$ cat src/rtl/bit_timing_dpll.sv
module bit_timing_dpll #(
  parameter int CELL_TICKS = 3072
) (
  input  logic clk,
  input  logic rst,
  input  logic din,
  input  logic cf,
  input  logic ct,
  output logic rt,
  output logic rd
);
  localparam int W     = $clog2(CELL_TICKS);
  localparam int HALF  = CELL_TICKS / 2;
  localparam int THR   = CELL_TICKS / 16;
  localparam int SLOW0 = CELL_TICKS / 32;
  localparam int SLOW1 = CELL_TICKS / 128;

  logic [W-1:0] ph;
  logic [W:0]   err, base, step, inc, sum, nxt;
  logic         s1, s2, s3, smp, late, fast, edge_s, wrap;

  assign edge_s = s2 ^ s3;
  assign late   = ph < W'(HALF);
  assign err    = late ? {1'b0, ph} : ((W+1)'(CELL_TICKS) - {1'b0, ph});
  assign fast   = cf && (err > (W+1)'(THR));
  assign base   = fast ? (err >> 2) : (ct ? (W+1)'(SLOW1) : (W+1)'(SLOW0));
  assign step   = (base > err) ? err : base;
  assign inc    = {1'b0, ph} + 1'b1;
  assign sum    = !edge_s ? inc : (late ? inc - step : inc + step);
  assign wrap   = sum >= (W+1)'(CELL_TICKS);
  assign nxt    = wrap ? sum - (W+1)'(CELL_TICKS) : sum;
  assign rt     = !late;

  always_ff @(posedge clk) begin
    if (rst) begin
      ph  <= '0;
      s1  <= 1'b0;
      s2  <= 1'b0;
      s3  <= 1'b0;
      smp <= 1'b0;
      rd  <= 1'b0;
    end else begin
      s1 <= din;
      s2 <= s1;
      s3 <= s2;
      ph <= nxt[W-1:0];
      if (ph == W'(HALF)) smp <= s2;
      if (wrap) rd <= smp;
    end
  end

  p_phase_range_r2: assert property (@(posedge clk) disable iff (rst)
    int'(ph) < CELL_TICKS);

  p_free_run_r2: assert property (@(posedge clk) disable iff (rst)
    (!edge_s && int'(ph) < CELL_TICKS - 1) |=> int'(ph) == int'($past(ph)) + 1);

  p_retard_bounded_r4: assert property (@(posedge clk) disable iff (rst)
    (edge_s && late) |=> (int'(ph) <= int'($past(ph)) + 1 && !rt));

  p_cf_off_small_r7: assert property (@(posedge clk) disable iff (rst)
    (edge_s && late && !cf) |=> (int'($past(ph)) + 1 - int'(ph)) <= SLOW0);

  p_rd_at_fall_r8: assert property (@(posedge clk) disable iff (rst)
    !$stable(rd) |-> $fell(rt));
endmodule

$ cat config.mk
export PLATFORM = sky130hd
export DESIGN_NAME = bit_timing_dpll
export DESIGN_NICKNAME = d
export VERILOG_FILES = /design/src/rtl/bit_timing_dpll.sv
export SDC_FILE = /design/constraint.sdc
export NUM_CORES = 1
export LEC_CHECK = 0
export BUFFER_PORTS_ARGS = -buffer_cell sky130_fd_sc_hd__buf_2
export CAP_MARGIN = 15
export CORE_MARGIN = 10
export CORE_UTILIZATION = 55
export CTS_CLUSTER_SIZE = 24
export DETAILED_ROUTE_END_ITERATION = 8
export GPL_TIMING_DRIVEN = 1
export PLACE_DENSITY = 0.68
export SKIP_LAST_GASP = 1
export SLEW_MARGIN = 40
export SYNTH_ARGS = -nofsm -noshare
export SYNTH_HDL_FRONTEND = slang
export SYNTH_SLANG_ARGS = --single-unit
$ cat constraint.sdc
create_clock -name clk -period 8.45 [get_ports clk]
set_input_delay 0.845 -clock clk [delete_from_list [all_inputs] [get_ports clk]]
set_output_delay 0.845 -clock clk [all_outputs]
set_load 0.05 [all_outputs]
==> results.py, run 1 <==
metrics = {
    "run_status": {
        "status": "completed",
    },
    "timing": {
        "fin_crit_sh_pct": 94.2,
        "slew_headroom_pct": 55.2,
        "worst_pin_slew_ns": 0.669,
        "fin_crit_ns": 7.96,
        "drv_slew": 0,
        "setup_viol": 0,
        "clock_skew_ns": 0.00257,
        "setup_tns_ns": 0,
        "max_freq_ghz": 0.126,
        "hold_viol_final": 0,
        "rsz0062_at_grt": "false",
    },
    "clocking": {
        "cts_made_buffers": 3,
        "cts_tree": "built",
        "clock_latency_ns": 0.25,
        "cts_htree_levels": 1,
        "clock_sinks": 17,
        "clk_pin_slew_ns": 0.06,
        "clockBufferDepth": 2,
        "post_cts_buffers": 0,
        "postCtsHoldBufs": 0,
        "cts-root-buf": "clkbuf_8",
        "cts_resized": 0,
    },
    "setup_path": {
        "arrival_ns": 8.09,
        "cp_max_fo": 10,
        "max_stage_delay_ns": 0.43,
        "critPathKind": "flip-flop to flip-flop",
        "cp_data_required_time_ns": 8.58,
        "cpLargestDelayFamily": "compound AO/OA/AOI/OAI gates",
        "crit_slowest_cell": "or3b_4",
        "end_kind": "flip-flop",
        "worst-path-buf-inv": 2,
        "cp_common_cell": "ha_1",
        "start_kind": "flip-flop",
    },
    "floorplanning": {
        "coreArea_um2": 5170,
        "core.rowCount": 26,
        "die_area_um2": 8750,
        "die_y_um": 93.6,
        "die_width_um": 93.6,
        "io_pins": 7,
        "start_util_pct": 57.5,
    },
    "logic_synthesis": {
        "synth-simple-area-share_pct": 29.0,
        "ys_seq_elements": 17,
        "synthAdderAreaFrac_pct": 12.0,
        "yosysSeqAreaShare_pct": 11.4,
        "synth_top_family_by_area": "compound AO/OA/AOI/OAI gates",
        "synth_compound_area_share_pct": 31.4,
        "async_flop_share_pct": 0,
        "synth_mux_area_share_pct": 2.73,
        "synth.net_count": 426,
        "syn_inst": 393,
        "synth_xor_area_share_pct": 8.74,
        "synth-edff-count": 0,
        "ys.flop_type": "dfxtp_1",
        "synth_area_um2": 2980,
        "syn_area_per_cell_um2": 7.57,
        "synth_cell_types": 76,
        "yosys_warnings": 0,
    },
    "grt": {
        "grt_util_all_layers_pct": 19.0,
        "grt_pass1_vias": 2857,
        "overflow": 0,
        "antenna_found_initial": 0,
        "grt_max_degree": 19,
        "grt_pass1_wl_um": 13900,
    },
    "detailed_routing": {
        "routed_via_density": 6.61,
        "drc": 0,
        "antenna_left": 0,
        "routed_wl_um": 8300,
        "dr.pass1.iters": 4,
        "wl_per_cell_um": 17.9,
        "drt_iter0_markers": 239,
        "vias": 3059,
    },
    "placed_design": {
        "portBuffers": 6,
        "dp_hpwl_um": 6680,
        "place_congestion": 1.03,
    },
    "final_layout": {
        "n_fill_cell": 479,
        "drive_gt1_share_pct": 11.7,
        "diodes": 0,
        "nets": 427,
        "area_growth_pct": 5.67,
    },
    "flow_run": {
        "maxCapViolCount": 0,
    },
    "min_path": {
        "hold_class": "flip-flop to flip-flop",
    },
}
-- synth_stat cells (9+ instances only) --
cell / instances / area [um^2]
xnor2_1: 15 / 131
nand2_1: 29 / 109
a21oi_1: 27 / 135
nor2b_1: 9 / 56.3
nand3_1: 10 / 50.1
clkbuf_1: 11 / 41.3
nor2_1: 37 / 139
xor2_1: 11 / 96.3
o21ai_0: 17 / 85.1
ha_1: 27 / 338
dfxtp_1: 17 / 340
inv_1: 13 / 48.8
nor3_1: 12 / 60.1
-- metrics by stage --
| stage | cells | utilization (%) | setup WS [ns] | cell area [um^2] | hold slack (ns) |
|---|---|---|---|---|---|
| after global routing | 463 | 60.8 | 0.0379 | 3150 | 0.483 |
| after floorplan | 393 | - | 0.961 | 2980 | 0.414 |
| final | 463 | 60.8 | 0.487 | 3150 | 0.457 |
| after CTS | 463 | 60.2 | 0.214 | 3110 | 0.463 |
| after detailed placement | 459 | 59.3 | 0.273 | 3070 | 0.436 |
| after global placement | 459 | 59.3 | 0.456 | 3070 | 0.443 |
-- kinds of logic (layout without fill, tap and decap cells) --
kind of cell	Yosys count	after routing
flip-flops	17	17
AO/OA/AOI/OAI	125	125
adder cells (fa/ha/maj)	28	28
XOR/XNOR	28	28
AND/OR/NAND/NOR	155	155
buffers and inverters	32	32
multiplexers	8	8
-- cells in the final DEF (no fill, tap or decap), types with 5 or more instances in the layout --
cell type,netlist,layout
nor2b_1,9,9
o21ai_0,17,16
a211oi_1,7,6
nor3_1,12,12
ha_1,27,27
or3_1,5,5
and3_1,5,5
a31oi_1,6,6
dfxtp_1,17,17
nand3_1,10,10
nand3b_1,5,5
a21oi_1,27,27
o21a_1,7,7
xor2_1,11,11
or2_2,5,5
xnor2_1,15,15
o211ai_1,6,6
and4_1,7,7
nor2_1,37,37
nand2_1,29,29
a21o_1,6,6
inv_1,13,13
buf_2,2,6
and2_1,6,6
buf_4,0,8
mux2i_1,7,6
-- sequential cells by signal (all words and copies together), names as in the netlist --
signal and count:
s2 1, rd 1, s1 1, ph 12, s3 1, smp 1
-- layer usage --
layer,vias to the layer above,wire (um),track usage [%]
met1,1433,3800,24.5
met2,116,3800,30.8
met5,-,0,0
met3,23,512,3.12
li1,1487,-,-
met4,0,189,7.47
-- worst paths after layout --
path | startpoint | slack (ns) | cells after the start | endpoint
max | ph[1]$_SDFF_PP0_ | 0.49 | 36 | ph[11]$_SDFF_PP0_
min | s1$_SDFF_PP0_ | 0.46 | 1 | s2$_SDFF_PP0_
max reg2reg | ph[1]$_SDFF_PP0_ | 0.49 | 36 | ph[11]$_SDFF_PP0_
min reg2reg | s1$_SDFF_PP0_ | 0.46 | 1 | s2$_SDFF_PP0_
-- cell type report --
type,instances,area [um^2],area share (%)
repair buffers,14,90.1,2.86
multi-input cells,344,2530,80.4
flip-flops and latches,17,340,10.8
clock buffers,4,45.0,1.43
well taps,70,87.6,2.78
inverters,14,52.6,1.67
-- worst register-to-register path, delay by kind of cell (launching register included) --
kind	cells	cell delay (ns)
flops	1	0.38
simple gates	11	2.13
mux	3	0.80
xor+xnor	2	0.47
compound gates	13	2.59
buf+inv	2	0.24
fa+ha+maj	5	1.20
Power of run 1 is not shown: default switching activity piles up to over one toggle a cycle in this logic, so the estimate is an artifact.
==> run 2, diff against run 1 <==
--- a/config.mk
+++ b/config.mk
@@ -11,7 +11,7 @@
 export CORE_UTILIZATION = 55
 export CTS_CLUSTER_SIZE = 24
 export DETAILED_ROUTE_END_ITERATION = 8
-export GPL_TIMING_DRIVEN = 1
+export GPL_TIMING_DRIVEN = 0
 export PLACE_DENSITY = 0.68
 export SKIP_LAST_GASP = 1
 export SLEW_MARGIN = 40
==> results.py, run 2 (synthesized netlist as in run 1, its figures left out) <==
metrics = {
    "run_status": {
        "status": "completed",
    },
    "final_layout": {
        "largest_reg_flops": 12,
        "area_growth_pct": 12.1,
        "final_common_cell": "nor2_1",
        "nets": 443,
        "final_cell_mix": "37 x nor2_1, 28 x nand2_1, 26 x ha_1",
        "multiInputGateArea_um2": 2640,
        "diodes": 0,
        "n_fill_cell": 472,
        "utilization_pct": 64.5,
        "drive_gt1_share_pct": 16.4,
        "instances_no_fill": 479,
        "layout.area.seq_um2": 340,
        "regMostFlops": "ph",
    },
    "floorplanning": {
        "core.rowCount": 26,
        "io_pins": 7,
        "die_width_um": 93.6,
        "die_y_um": 93.6,
        "coreArea_um2": 5170,
        "start_util_pct": 57.5,
        "die_area_um2": 8750,
    },
    "timing": {
        "hold_viol_final": 0,
        "max_freq_ghz": 0.126,
        "rsz0062_at_grt": "false",
        "setup_viol": 0,
        "fin_crit_sh_pct": 94.0,
        "clock_skew_ns": 0.00183,
        "setup_tns_ns": 0,
        "worst_pin_slew_ns": 0.803,
        "fin_crit_ns": 7.94,
        "slew_headroom_pct": 46.1,
        "drv_slew": 0,
    },
    "grt": {
        "antenna_found_initial": 0,
        "grt_pass1_wl_um": 13600,
        "overflow": 0,
        "grt_max_degree": 11,
        "grt_pass1_vias": 2745,
        "grt_util_all_layers_pct": 18.5,
    },
    "clocking": {
        "clock_latency_ns": 0.25,
        "postCtsHoldBufs": 0,
        "clk_pin_slew_ns": 0.06,
        "clock_sinks": 17,
        "cts-root-buf": "clkbuf_8",
        "cts_tree": "built",
        "cts_htree_levels": 1,
        "clockBufferDepth": 2,
        "cts_made_buffers": 3,
    },
    "setup_path": {
        "cp_max_fo": 10,
        "r2r-start": "ph[0]$_SDFF_PP0_",
        "startpoint": "ph[0]$_SDFF_PP0_",
        "start_kind": "flip-flop",
        "critPathKind": "flip-flop to flip-flop",
        "cp_data_required_time_ns": 8.57,
        "cp_common_cell": "ha_1",
        "max_stage_delay_ns": 0.43,
        "crit_slowest_cell": "dfxtp_1",
        "end_kind": "flip-flop",
        "arrival_ns": 8.06,
    },
    "placed_design": {
        "place_congestion": 0.953,
        "portBuffers": 5,
        "dp.cells": 468,
        "dp_hpwl_um": 6620,
    },
    "flow_run": {
        "maxCapViolCount": 0,
    },
    "detailed_routing": {
        "antenna_left": 0,
        "vias": 2991,
        "dr.pass1.iters": 4,
        "routed_via_density": 6.24,
        "wl_per_cell_um": 17.1,
        "routed_wl_um": 8190,
        "drt_iter0_markers": 184,
        "drc": 0,
    },
    "min_path": {
        "worstHoldStart": "s1$_SDFF_PP0_",
        "hold_class": "flip-flop to flip-flop",
    },
}
[run 2: cell count changes in the layout (fill, tap and decap cells not counted), moves of 2 or more]
cell      change
o41ai_2       +2
inv_2         +2
o21ai_2       +3
a21oi_2       +3
inv_1         -2
buf_6         +2
buf_1         +3
a21oi_1       -3
o41ai_1       -2
o21ai_0       -4
clkbuf_1      +9
[run 2: metal layers]
layer	GRT usage (%)	part of all wire [%]	up-vias
met5	0	0	-
met4	3.54	0.81	0
met3	1.44	2.9	7
met2	31.8	47	54
met1	24.6	49	1406
li1	-	-	1524
[run 2: timing repair]
action | CTS | global route
gates resized for setup | 13 | 22
buffers inserted | 1 | 7
setup endpoints to repair | 3 | 3
pin swaps | 0 | 5
cloned | 0 | 0
[run 2: area by class of cell]
cell class | instances | share of cell area, %
well taps | 70 | 2.62
inverters | 14 | 1.57
flip-flops and latches | 17 | 10.2
clock buffers | 4 | 1.35
multi-input cells | 344 | 79.2
plain buffers | 17 | 2.55
repair buffers | 13 | 2.55
[run 2: path summary, 6_finish.rpt]
check                                    endpoint  slack (ns)  depth (start not counted)
worst max-delay path            ph[11]$_SDFF_PP0_        0.51                         37
worst min-delay path                s2$_SDFF_PP0_        0.45                          1
worst max register to register  ph[11]$_SDFF_PP0_        0.51                         37
worst min register to register      s2$_SDFF_PP0_        0.45                          1
[run 2: worst max-delay path: cells and delay by family (launching register included)]
family	cells	cell delay, ns
compound gates	15	2.89
flops	1	0.43
buf+inv	3	0.39
fa+ha+maj	5	1.26
simple gates	10	1.82
mux	2	0.54
xor+xnor	2	0.46
[run 2: metrics by stage]
stage          instance area, um^2  worst slack, ns  hold slack (ns)
2_1_floorplan                 2980            0.961            0.414
3_3_place_gp                  3090           -0.856            0.443
3_5_place_dp                  3090           -0.904            0.442
4_1_cts                       3190           0.0107            0.452
5_1_grt                       3340           0.0127            0.477
6_report                      3340            0.507            0.445
Power of run 2 is left out for the same reason.
